## config.mk

```make
export PLATFORM = sky130hd
export DESIGN_NAME = chain_walker
export DESIGN_NICKNAME = d
export VERILOG_FILES = /design/src/rtl/chain_walker_pkg.sv /design/src/rtl/chain_walker_seq.sv /design/src/rtl/chain_walker_lane.sv /design/src/rtl/chain_walker_irq.sv /design/src/rtl/chain_walker.sv
export SDC_FILE = /design/constraint.sdc
export NUM_CORES = 1
export LEC_CHECK = 0
export CAP_MARGIN = 30
export CORE_MARGIN = 1.5
export CORE_UTILIZATION = 25
export CTS_CLUSTER_DIAMETER = 150
export DETAILED_ROUTE_END_ITERATION = 10
export GPL_TIMING_DRIVEN = 0
export PLACE_DENSITY = 0.51
export SETUP_SLACK_MARGIN = 0.15
export SLEW_MARGIN = 25
export SYNTH_ARGS = -nofsm -noshare
export SYNTH_HDL_FRONTEND = slang
export SYNTH_SLANG_ARGS = --single-unit
```

## constraint.sdc

```tcl
create_clock -name clk -period 6.9 [get_ports clk]
set_input_delay 2.07 -clock clk [delete_from_list [all_inputs] [get_ports clk]]
set_output_delay 2.07 -clock clk [all_outputs]
set_load 0.05 [all_outputs]
```

## src/rtl/chain_walker_pkg.sv

```systemverilog
package chain_walker_pkg;

    // Control word field positions; the walker decodes only these two.
    localparam int CTL_LEN_LSB = 12;
    localparam int CTL_LEN_W   = 12;
    localparam int CTL_EOF_BIT = 30;

    typedef enum logic [3:0] {
        ST_IDLE,
        ST_CTRL_RD,
        ST_CTRL_TAKE,
        ST_BUF_TAKE,
        ST_WORD_RD,
        ST_WORD_TAKE,
        ST_SEND,
        ST_LINK_RD,
        ST_LINK_TAKE
    } walk_state_t;

    function automatic logic [CTL_LEN_W-1:0] ctl_len(input logic [31:0] w);
        return w[CTL_LEN_LSB +: CTL_LEN_W];
    endfunction

    function automatic logic ctl_eof(input logic [31:0] w);
        return w[CTL_EOF_BIT];
    endfunction

endpackage

```

## src/rtl/chain_walker_seq.sv

```systemverilog
module chain_walker_seq
    import chain_walker_pkg::*;
#(
    parameter int AW = 32,
    parameter int DW = 32
) (
    input  logic                              clk,
    input  logic                              rst_n,
    input  logic                              start,
    input  logic [AW-1:0]                     start_addr,
    input  logic                              stop,
    output logic                              mem_rd,
    output logic [AW-1:0]                     mem_addr,
    input  logic [DW-1:0]                     mem_rdata,
    output logic                              out_valid,
    input  logic                              out_ready,
    output logic                              word_load,
    output logic [$clog2(DW/8)-1:0]           lane_sel,
    output logic                              busy,
    output logic                              eof_done,
    output logic [AW-1:0]                     done_addr
);
    localparam int            LANE_W = $clog2(DW/8);
    localparam logic [AW-1:0] WORD_B = AW'(DW/8);
    localparam logic [LANE_W-1:0] LANE_TOP = {LANE_W{1'b1}};

    walk_state_t          state_q, state_d;
    logic [AW-1:0]        desc_q;
    logic [AW-1:0]        ptr_q;
    logic [CTL_LEN_W-1:0] left_q;
    logic                 eof_q;
    logic [AW-1:0]        desc_base;
    logic                 fire;
    logic [31:0]          ctl_word;
    logic [DW-33:0]       rdata_unused;

    assign desc_base    = {desc_q[AW-1:LANE_W], {LANE_W{1'b0}}};
    assign fire         = out_valid & out_ready;
    assign ctl_word     = mem_rdata[31:0];
    assign rdata_unused = '0;

    // State register and datapath registers
    always_ff @(posedge clk) begin
        if (!rst_n) begin
            state_q <= ST_IDLE;
            desc_q  <= '0;
            ptr_q   <= '0;
            left_q  <= '0;
            eof_q   <= 1'b0;
        end else begin
            state_q <= state_d;
            unique case (state_q)
                ST_IDLE: begin
                    if (start && !stop) desc_q <= start_addr;
                end
                ST_CTRL_TAKE: begin
                    left_q <= ctl_len(ctl_word);
                    eof_q  <= ctl_eof(ctl_word);
                end
                ST_BUF_TAKE: begin
                    ptr_q <= mem_rdata[AW-1:0];
                end
                ST_SEND: begin
                    if (fire) begin
                        ptr_q  <= ptr_q + 1'b1;
                        left_q <= left_q - 1'b1;
                    end
                end
                ST_LINK_TAKE: begin
                    desc_q <= mem_rdata[AW-1:0];
                end
                default: ;
            endcase
        end
    end

    // Next-state logic
    always_comb begin
        state_d = state_q;
        if (stop && state_q != ST_IDLE) begin
            state_d = ST_IDLE;
        end else begin
            unique case (state_q)
                ST_IDLE:      if (start && !stop) state_d = ST_CTRL_RD;
                ST_CTRL_RD:   state_d = ST_CTRL_TAKE;
                ST_CTRL_TAKE: state_d = ST_BUF_TAKE;
                ST_BUF_TAKE:  state_d = (left_q == '0) ? ST_LINK_RD : ST_WORD_RD;
                ST_WORD_RD:   state_d = ST_WORD_TAKE;
                ST_WORD_TAKE: state_d = ST_SEND;
                ST_SEND: begin
                    if (fire) begin
                        if (left_q == CTL_LEN_W'(1))
                            state_d = ST_LINK_RD;
                        else if (ptr_q[LANE_W-1:0] == LANE_TOP)
                            state_d = ST_WORD_RD;
                    end
                end
                ST_LINK_RD:   state_d = ST_LINK_TAKE;
                ST_LINK_TAKE: state_d = ST_CTRL_RD;
                default:      state_d = ST_IDLE;
            endcase
        end
    end

    // Outputs
    always_comb begin
        mem_rd    = 1'b0;
        mem_addr  = '0;
        out_valid = 1'b0;
        word_load = 1'b0;
        eof_done  = 1'b0;
        unique case (state_q)
            ST_CTRL_RD: begin
                mem_rd   = 1'b1;
                mem_addr = desc_base;
            end
            ST_CTRL_TAKE: begin
                mem_rd   = 1'b1;
                mem_addr = desc_base + WORD_B;
            end
            ST_WORD_RD: begin
                mem_rd   = 1'b1;
                mem_addr = {ptr_q[AW-1:LANE_W], {LANE_W{1'b0}}};
            end
            ST_WORD_TAKE: word_load = 1'b1;
            ST_SEND:      out_valid = 1'b1;
            ST_LINK_RD: begin
                mem_rd   = 1'b1;
                mem_addr = desc_base + (WORD_B << 1);
            end
            ST_LINK_TAKE: eof_done = eof_q && !stop;
            default: ;
        endcase
    end

    assign busy      = (state_q != ST_IDLE);
    assign lane_sel  = ptr_q[LANE_W-1:0];
    assign done_addr = desc_base;

endmodule

```

## src/rtl/chain_walker_lane.sv

```systemverilog
module chain_walker_lane #(
    parameter int DW = 32
) (
    input  logic                    clk,
    input  logic                    rst_n,
    input  logic                    word_load,
    input  logic [DW-1:0]           mem_rdata,
    input  logic [$clog2(DW/8)-1:0] lane_sel,
    output logic [7:0]              out_data
);
    localparam int NB = DW / 8;

    logic [DW-1:0] word_q;
    logic [7:0]    lanes [NB];

    always_ff @(posedge clk) begin
        if (!rst_n)         word_q <= '0;
        else if (word_load) word_q <= mem_rdata;
    end

    for (genvar g = 0; g < NB; g++) begin : g_lane
        assign lanes[g] = word_q[8*g +: 8];
    end

    assign out_data = lanes[lane_sel];

endmodule

```

## src/rtl/chain_walker_irq.sv

```systemverilog
module chain_walker_irq #(
    parameter int AW = 32
) (
    input  logic          clk,
    input  logic          rst_n,
    input  logic          eof_done,
    input  logic [AW-1:0] done_addr,
    input  logic          irq_en,
    input  logic          irq_clr,
    output logic          irq_status,
    output logic [AW-1:0] eof_desc_addr,
    output logic          irq
);
    always_ff @(posedge clk) begin
        if (!rst_n) begin
            irq_status    <= 1'b0;
            eof_desc_addr <= '0;
        end else if (eof_done) begin
            irq_status    <= 1'b1;
            eof_desc_addr <= done_addr;
        end else if (irq_clr) begin
            irq_status    <= 1'b0;
        end
    end

    assign irq = irq_status & irq_en;

endmodule

```

## src/rtl/chain_walker.sv

```systemverilog
module chain_walker #(
    parameter int AW = 32,
    parameter int DW = 32
) (
    input  logic          clk,
    input  logic          rst_n,
    input  logic          start,
    input  logic [AW-1:0] start_addr,
    input  logic          stop,
    output logic          mem_rd,
    output logic [AW-1:0] mem_addr,
    input  logic [DW-1:0] mem_rdata,
    output logic          out_valid,
    input  logic          out_ready,
    output logic [7:0]    out_data,
    output logic          busy,
    input  logic          irq_en,
    input  logic          irq_clr,
    output logic          irq_status,
    output logic [AW-1:0] eof_desc_addr,
    output logic          irq
);
    localparam int LANE_W = $clog2(DW/8);

    logic              word_load;
    logic [LANE_W-1:0] lane_sel;
    logic              eof_done;
    logic [AW-1:0]     done_addr;

    chain_walker_seq #(.AW(AW), .DW(DW)) seq_i (
        .clk        (clk),
        .rst_n      (rst_n),
        .start      (start),
        .start_addr (start_addr),
        .stop       (stop),
        .mem_rd     (mem_rd),
        .mem_addr   (mem_addr),
        .mem_rdata  (mem_rdata),
        .out_valid  (out_valid),
        .out_ready  (out_ready),
        .word_load  (word_load),
        .lane_sel   (lane_sel),
        .busy       (busy),
        .eof_done   (eof_done),
        .done_addr  (done_addr)
    );

    chain_walker_lane #(.DW(DW)) lane_i (
        .clk       (clk),
        .rst_n     (rst_n),
        .word_load (word_load),
        .mem_rdata (mem_rdata),
        .lane_sel  (lane_sel),
        .out_data  (out_data)
    );

    chain_walker_irq #(.AW(AW)) irq_i (
        .clk           (clk),
        .rst_n         (rst_n),
        .eof_done      (eof_done),
        .done_addr     (done_addr),
        .irq_en        (irq_en),
        .irq_clr       (irq_clr),
        .irq_status    (irq_status),
        .eof_desc_addr (eof_desc_addr),
        .irq           (irq)
    );

endmodule

```

======== Yosys cells after proc, flatten, opt, wreduce, memory -nomap -nowiden ========
Cells that the tools add are included.
storage, ports and cells
  bits in registers ....................... 144
  input bits .............................. 71
  output and inout bits ................... 77
  logic and storage cells ................. 69
cells by class
  add/subtract/negate cells ............... 4
  order comparisons ....................... 1
  equal/unequal tests ..................... 13
  multiplexer cells ....................... 22
  bitwise logic cells ..................... 4
  reductions and logical operators ........ 17
operators by type and width
  cell                                                                     count
  32-bit case mux with 2 select lines                                      2
  32-bit case mux with 4 select lines                                      1
  32-bit two-way mux                                                       2
  4-bit case mux with 9 select lines                                       1
  32-bit by 1-bit adder with 32-bit output, second input constant          1
  32-bit by 3-bit adder with 32-bit output, second input constant          1
  32-bit by 4-bit adder with 32-bit output, second input constant          1
  12-bit case mux with 2 select lines                                      1
  8-bit binary-select mux with 2-bit select                                1
  4-bit by 3-bit equality test with 1-bit output, second input constant    4
  4-bit two-way mux                                                        4
  8-bit two-way mux                                                        2
  12-bit by 1-bit equality test with 1-bit output, second input constant   1
  12-bit logical NOT                                                       1
  12-bit two-way mux                                                       1
  12-bit by 1-bit subtractor with 12-bit output, second input constant     1
  4-bit by 2-bit equality test with 1-bit output, second input constant    2
  2-bit nonzero test                                                       4
  1-bit two-way mux                                                        6
  2-bit AND reduction                                                      3
  4-bit by 1-bit equality test with 1-bit output, second input constant    1
  4-bit equality test, second input constant                               1
  4-bit logical NOT                                                        1
  2-bit by 1-bit inequality test with 1-bit output, second input constant  2
  other kinds (13)                                                         16

======== Longest topological paths before layout ========
  depth after elaboration ................. 5
  gate-level depth with buffers ........... 9
  mapped depth without buffers ............ 7

======== Cells and area by module ========
A second synthesis with hierarchy kept.
unflattened totals
  cells, all modules ...................... 1024
  area total of the unflattened synthesis .. 8644.5 µm²
by module, submodules not included
  module             instances  cells each  area an instance (µm²)  sequential area each (µm²)
  chain_walker_seq   1          804         5950.7                  1581.5
  chain_walker_lane  1          113         1410.1                  640.6
  chain_walker_irq   1          107         1283.7                  660.6

======== Least setup slack after synthesis ========
No wires, ideal clock.
  path type ............................... reg-to-output
  from .................................... register seq_i.state_q[3]
  to ...................................... output mem_addr[24]
  data arrival time ....................... 3646 ps
  data required time ...................... 4830 ps
  path slack .............................. 1184 ps
  stages on the path, launching flop included .. 7
  buffers on the path ..................... 1
  cell sequence ........................... dfxtp_1 > buf_6 > or4b_1 > or3_1 > a21o_1 > or2_2 > o311ai_0
on the way
  word-level cells in the longest chain between the ends .. 2
  elaborated cells on any way between the ends .. 5
  those cells by class .................... eq/ne (4); mux (1)
RTL lines
  element                                                                 RTL line                 text
  start: declaration                                                      chain_walker_seq.sv:27   walk_state_t state_q, state_d;
  start signal: assignment                                                chain_walker_seq.sv:51   state_q <= state_d;
  4-bit by 3-bit equality test with 1-bit output (tied with other cells)  chain_walker_seq.sv:112  unique case (state_q)
  32-bit case mux with 4 select lines *                                   chain_walker_seq.sv:112
  end: declaration                                                        chain_walker.sv:11       output logic [AW-1:0] mem_addr,
Every way passes the cells marked *; elsewhere a longest branch is shown, timed or not.

======== Final worst setup path ========
  from .................................... register seq_i.state_q[1]
  to ...................................... output mem_addr[16]
Same word-level chain as after synthesis.

==> impl_results.md <==
* Setup CP Type: register to primary output
* DRT Pass-1 Iters at 10
* Largest net degree at the start of global routing at 17
* FF+latch area at 2843 um^2
* Worst path slowest cell: clkdlybuf4s50_1
* GRT Total Usage at 22.21%
* Sink Count at 142
* Drt via density at 5.614
* Clk_skew at 0.008361 ns
* Share of post-route cells with drive strength above 1 at 5.163%
* Outcome: complete, no violations
* Ys async rst share at 0%
* Initial drt markers at 1222
* Routed length per instance at 22.38 um
* Clk root buf: clkbuf_16
* P&R area growth vs syn at 32.42%
* Clock Path Buffers at 2
* Number of global-route vias before repair at 8516
* GP Congestion at 0.9339
* Final WS setup at 0.9191 ns
* CTS HTree Levels at 4
* Top Family by Delay on Critical Path: simple AND/OR/NAND/NOR gates
* ANT nets after route at 0
* CP arrival at 3.91 ns
* DP HPWL at 28370 um
* Cell count after synthesis at 1080
* Leakage power at 3.540 nW
* Period utilization at 86.68%
* Fin nets at 1324
* Slowest cell delay on critical path at 0.93 ns
* Mapped cell area at 8004 um^2
* Synth warn at 0
* Avg Cell Area, Syn at 7.411 um^2
* Pwr/cell area at 201.2 nW/um^2
* # IOs at 148
* Sum of negative setup slack at 0 ns
* Post-route cell area at 10600 um^2
* Post-Route Utilization at 33.59%
* Grt total ovfl at 0
* Final setup viols at 0
* Post-CTS Setup Inserts at 0
* Hold Path Class: register to register
* Top sig layer: met4
* Hold_ws at 0.4534 ns
* Tmin final at 5.981 ns
* Total Power at 2.133 mW
* First-pass GRT wire length at 54780 um
* Num CTS Buffers at 17
* Post-place instance area at 9957 um^2
* Vert. Die Dim at 181.9 um
* CP Cell Sequence: buf_2 -> nand4b_1 -> or3_1 -> a21o_1 -> or2_2 -> o311ai_0 -> clkdlybuf4s50_1
* Crit path buf inv count at 2
* Core area at 31560 um^2
* #FFs+latches synth at 142
* DP Worst Slack at 1.390 ns
* FMAX at 167.2 MHz
* Seq/Total Area, Yosys at 35.52%
* Slew Limit Fails at 0
* Post-synth EDFFs at 0
* Worst-Skew Late Latency at 0.44 ns
* Die footprint at 33100 um^2
* Wire length on met2 at 16110 um
* # fillers at 3413
* Core Rows at 65
* RSZ-0062 raised after global routing: no
* Worst slew margin at 33.50%
* # hold bufs at CTS at 0
* Cell Count, Final, Fillers Out at 1661
* Initial core utilization at 25.36%
* Peak supply drop at 167.9 uV
* Inst Count DP at 1628
* Max Fanout on Critical Path at 10
* TritonCTS clock tree: built
* Final hold vios at 0
* CP Capture Type: primary output
* DIE WIDTH at 181.9 um
* CTS clk-pin slew, worst paths at 0.06 ns
* Drt total wl at 37170 um
* Pin slew with the least headroom to its limit at 0.9899 ns
* Via count at 9325
* ANT cells at 0
* WP data required at 4.83 ns
* CTS resizes at 0
* Synth cell types at 69
* Port bufs at 141
* Initial antenna violation count at 0
* CP startpoint kind: register
* # DRC at 0
* WL met1 at 16630 um
* MaxCap Viol Count at 0
* Met3 WL at 3573 um
* Multi-input logic area at 4742 um^2
* Most used DFF post-synth: dfxtp_1
## Yosys cell counts (4+ instances only)
master / count / area share, %
ha_1: 7 / 1.1
a211oi_1: 6 / 0.56
or4_1: 5 / 0.47
a22o_1: 5 / 0.55
a21o_1: 5 / 0.47
clkbuf_1: 88 / 4.1
nor3_1: 24 / 1.5
nor2b_1: 8 / 0.63
o31ai_1: 4 / 0.38
nor4_1: 9 / 0.70
mux4_2: 8 / 2.3
or3_1: 8 / 0.63
a221o_1: 5 / 0.63
nand2_1: 204 / 9.6
a311oi_1: 4 / 0.44
o311ai_0: 5 / 0.55
nor2_1: 108 / 5.1
and4_1: 5 / 0.55
o211ai_1: 7 / 0.66
dfxtp_1: 142 / 36
a41o_1: 4 / 0.50
and3_1: 14 / 1.1
nand4b_1: 4 / 0.44
a22oi_1: 9 / 0.84
a21oi_1: 115 / 7.2
mux2i_1: 4 / 0.50
o221a_2: 7 / 0.98
and2_1: 10 / 0.78
a222oi_1: 31 / 3.9
o21a_1: 5 / 0.47
nand3_1: 35 / 2.2
o22ai_1: 9 / 0.70
o21ai_0: 52 / 3.3
a31oi_1: 25 / 2.0
nand4_1: 21 / 1.6
buf_4: 4 / 0.38
inv_1: 15 / 0.70
## sequential cells by signal, indices dropped and copies added, names as in the netlist
register,count
lane_i.word_q,32
seq_i.ptr_q,32
irq_i.eof_desc_addr,30
seq_i.left_q,12
irq_i.irq_status,1
seq_i.desc_q,30
seq_i.eof_q,1
seq_i.state_q,4
## report_power, final
group          switching, mW  internal, mW
logic                  0.163        0.0945
clock network          0.400         0.619
registers             0.0217         0.834
## per-layer routing
layer / GRT usage [%] / up-vias
met5: 0 / -
met2: 34.23 / 492
met3: 4.232 / 56
li1: - / 4307
met1: 31.32 / 4470
met4: 6.579 / 0
## layout make-up
type / count / share of cell area (%)
plain buffers: 97 / 3.671
clock buffers: 20 / 4.214
clock inverters: 12 / 1.735
inverters: 15 / 0.5312
multi-input cells: 829 / 44.74
flip-flops and latches: 142 / 26.82
well taps: 402 / 4.746
repair buffers: 144 / 13.54
## worst reg2reg max path: stages, from the launching register on
cell and delay, ns:
dfxtp_1 0.37, buf_1 0.41, nor2b_1 0.19, o21ai_0 0.62, clkbuf_1 0.45, clkbuf_1 0.57, nor2_1 0.12, o221a_2 0.26
## worst paths after layout
check,cells after the start,slack [ns],from,to
setup / recovery,7,0.92,seq_i.state_q[1],mem_addr[16]
hold reg to reg,2,0.45,irq_i.eof_desc_addr[6],irq_i.eof_desc_addr[6]
hold / removal,2,0.45,irq_i.eof_desc_addr[6],irq_i.eof_desc_addr[6]
setup reg to reg,7,3.79,seq_i.state_q[2],seq_i.ptr_q[9]
## cells in the final DEF (no fill, tap or decap), types with 5 or more instances in the layout
master | synthesis | final
buf_4 | 4 | 5
or3_1 | 8 | 8
dfxtp_1 | 142 | 142
and2_1 | 10 | 10
ha_1 | 7 | 7
a221o_1 | 5 | 5
nor2b_1 | 8 | 8
a31oi_1 | 25 | 25
nor4_1 | 9 | 9
nand2_1 | 204 | 204
clkdlybuf4s50_1 | 0 | 141
o21a_1 | 5 | 5
and4_1 | 5 | 5
nor2_1 | 108 | 108
nand4_1 | 21 | 21
a21o_1 | 5 | 5
or4_1 | 5 | 5
inv_1 | 15 | 15
a222oi_1 | 31 | 31
o311ai_0 | 5 | 5
o221a_2 | 7 | 7
o211ai_1 | 7 | 7
mux4_2 | 8 | 8
clkbuf_16 | 0 | 17
and3_1 | 14 | 14
o21ai_0 | 52 | 52
a22oi_1 | 9 | 9
nor3_1 | 24 | 24
clkbuf_1 | 88 | 90
a21oi_1 | 115 | 115
a211oi_1 | 6 | 6
nand3_1 | 35 | 35
a22o_1 | 5 | 5
o22ai_1 | 9 | 9
## kinds of logic after synthesis
kind of cell	count (synthesis)	share of synthesized area [%]
and+or+nand+nor	478	27.81
AOI/OAI and AO/OA	323	26.67
DFF	142	35.52
buffers and inverters	112	5.565
muxes	12	2.751
adders and majority gates	7	1.094
xor gates and xnor gates	5	0.5472
other	1	0.04685
No activity file was read; power rests on OpenSTA's default activity.
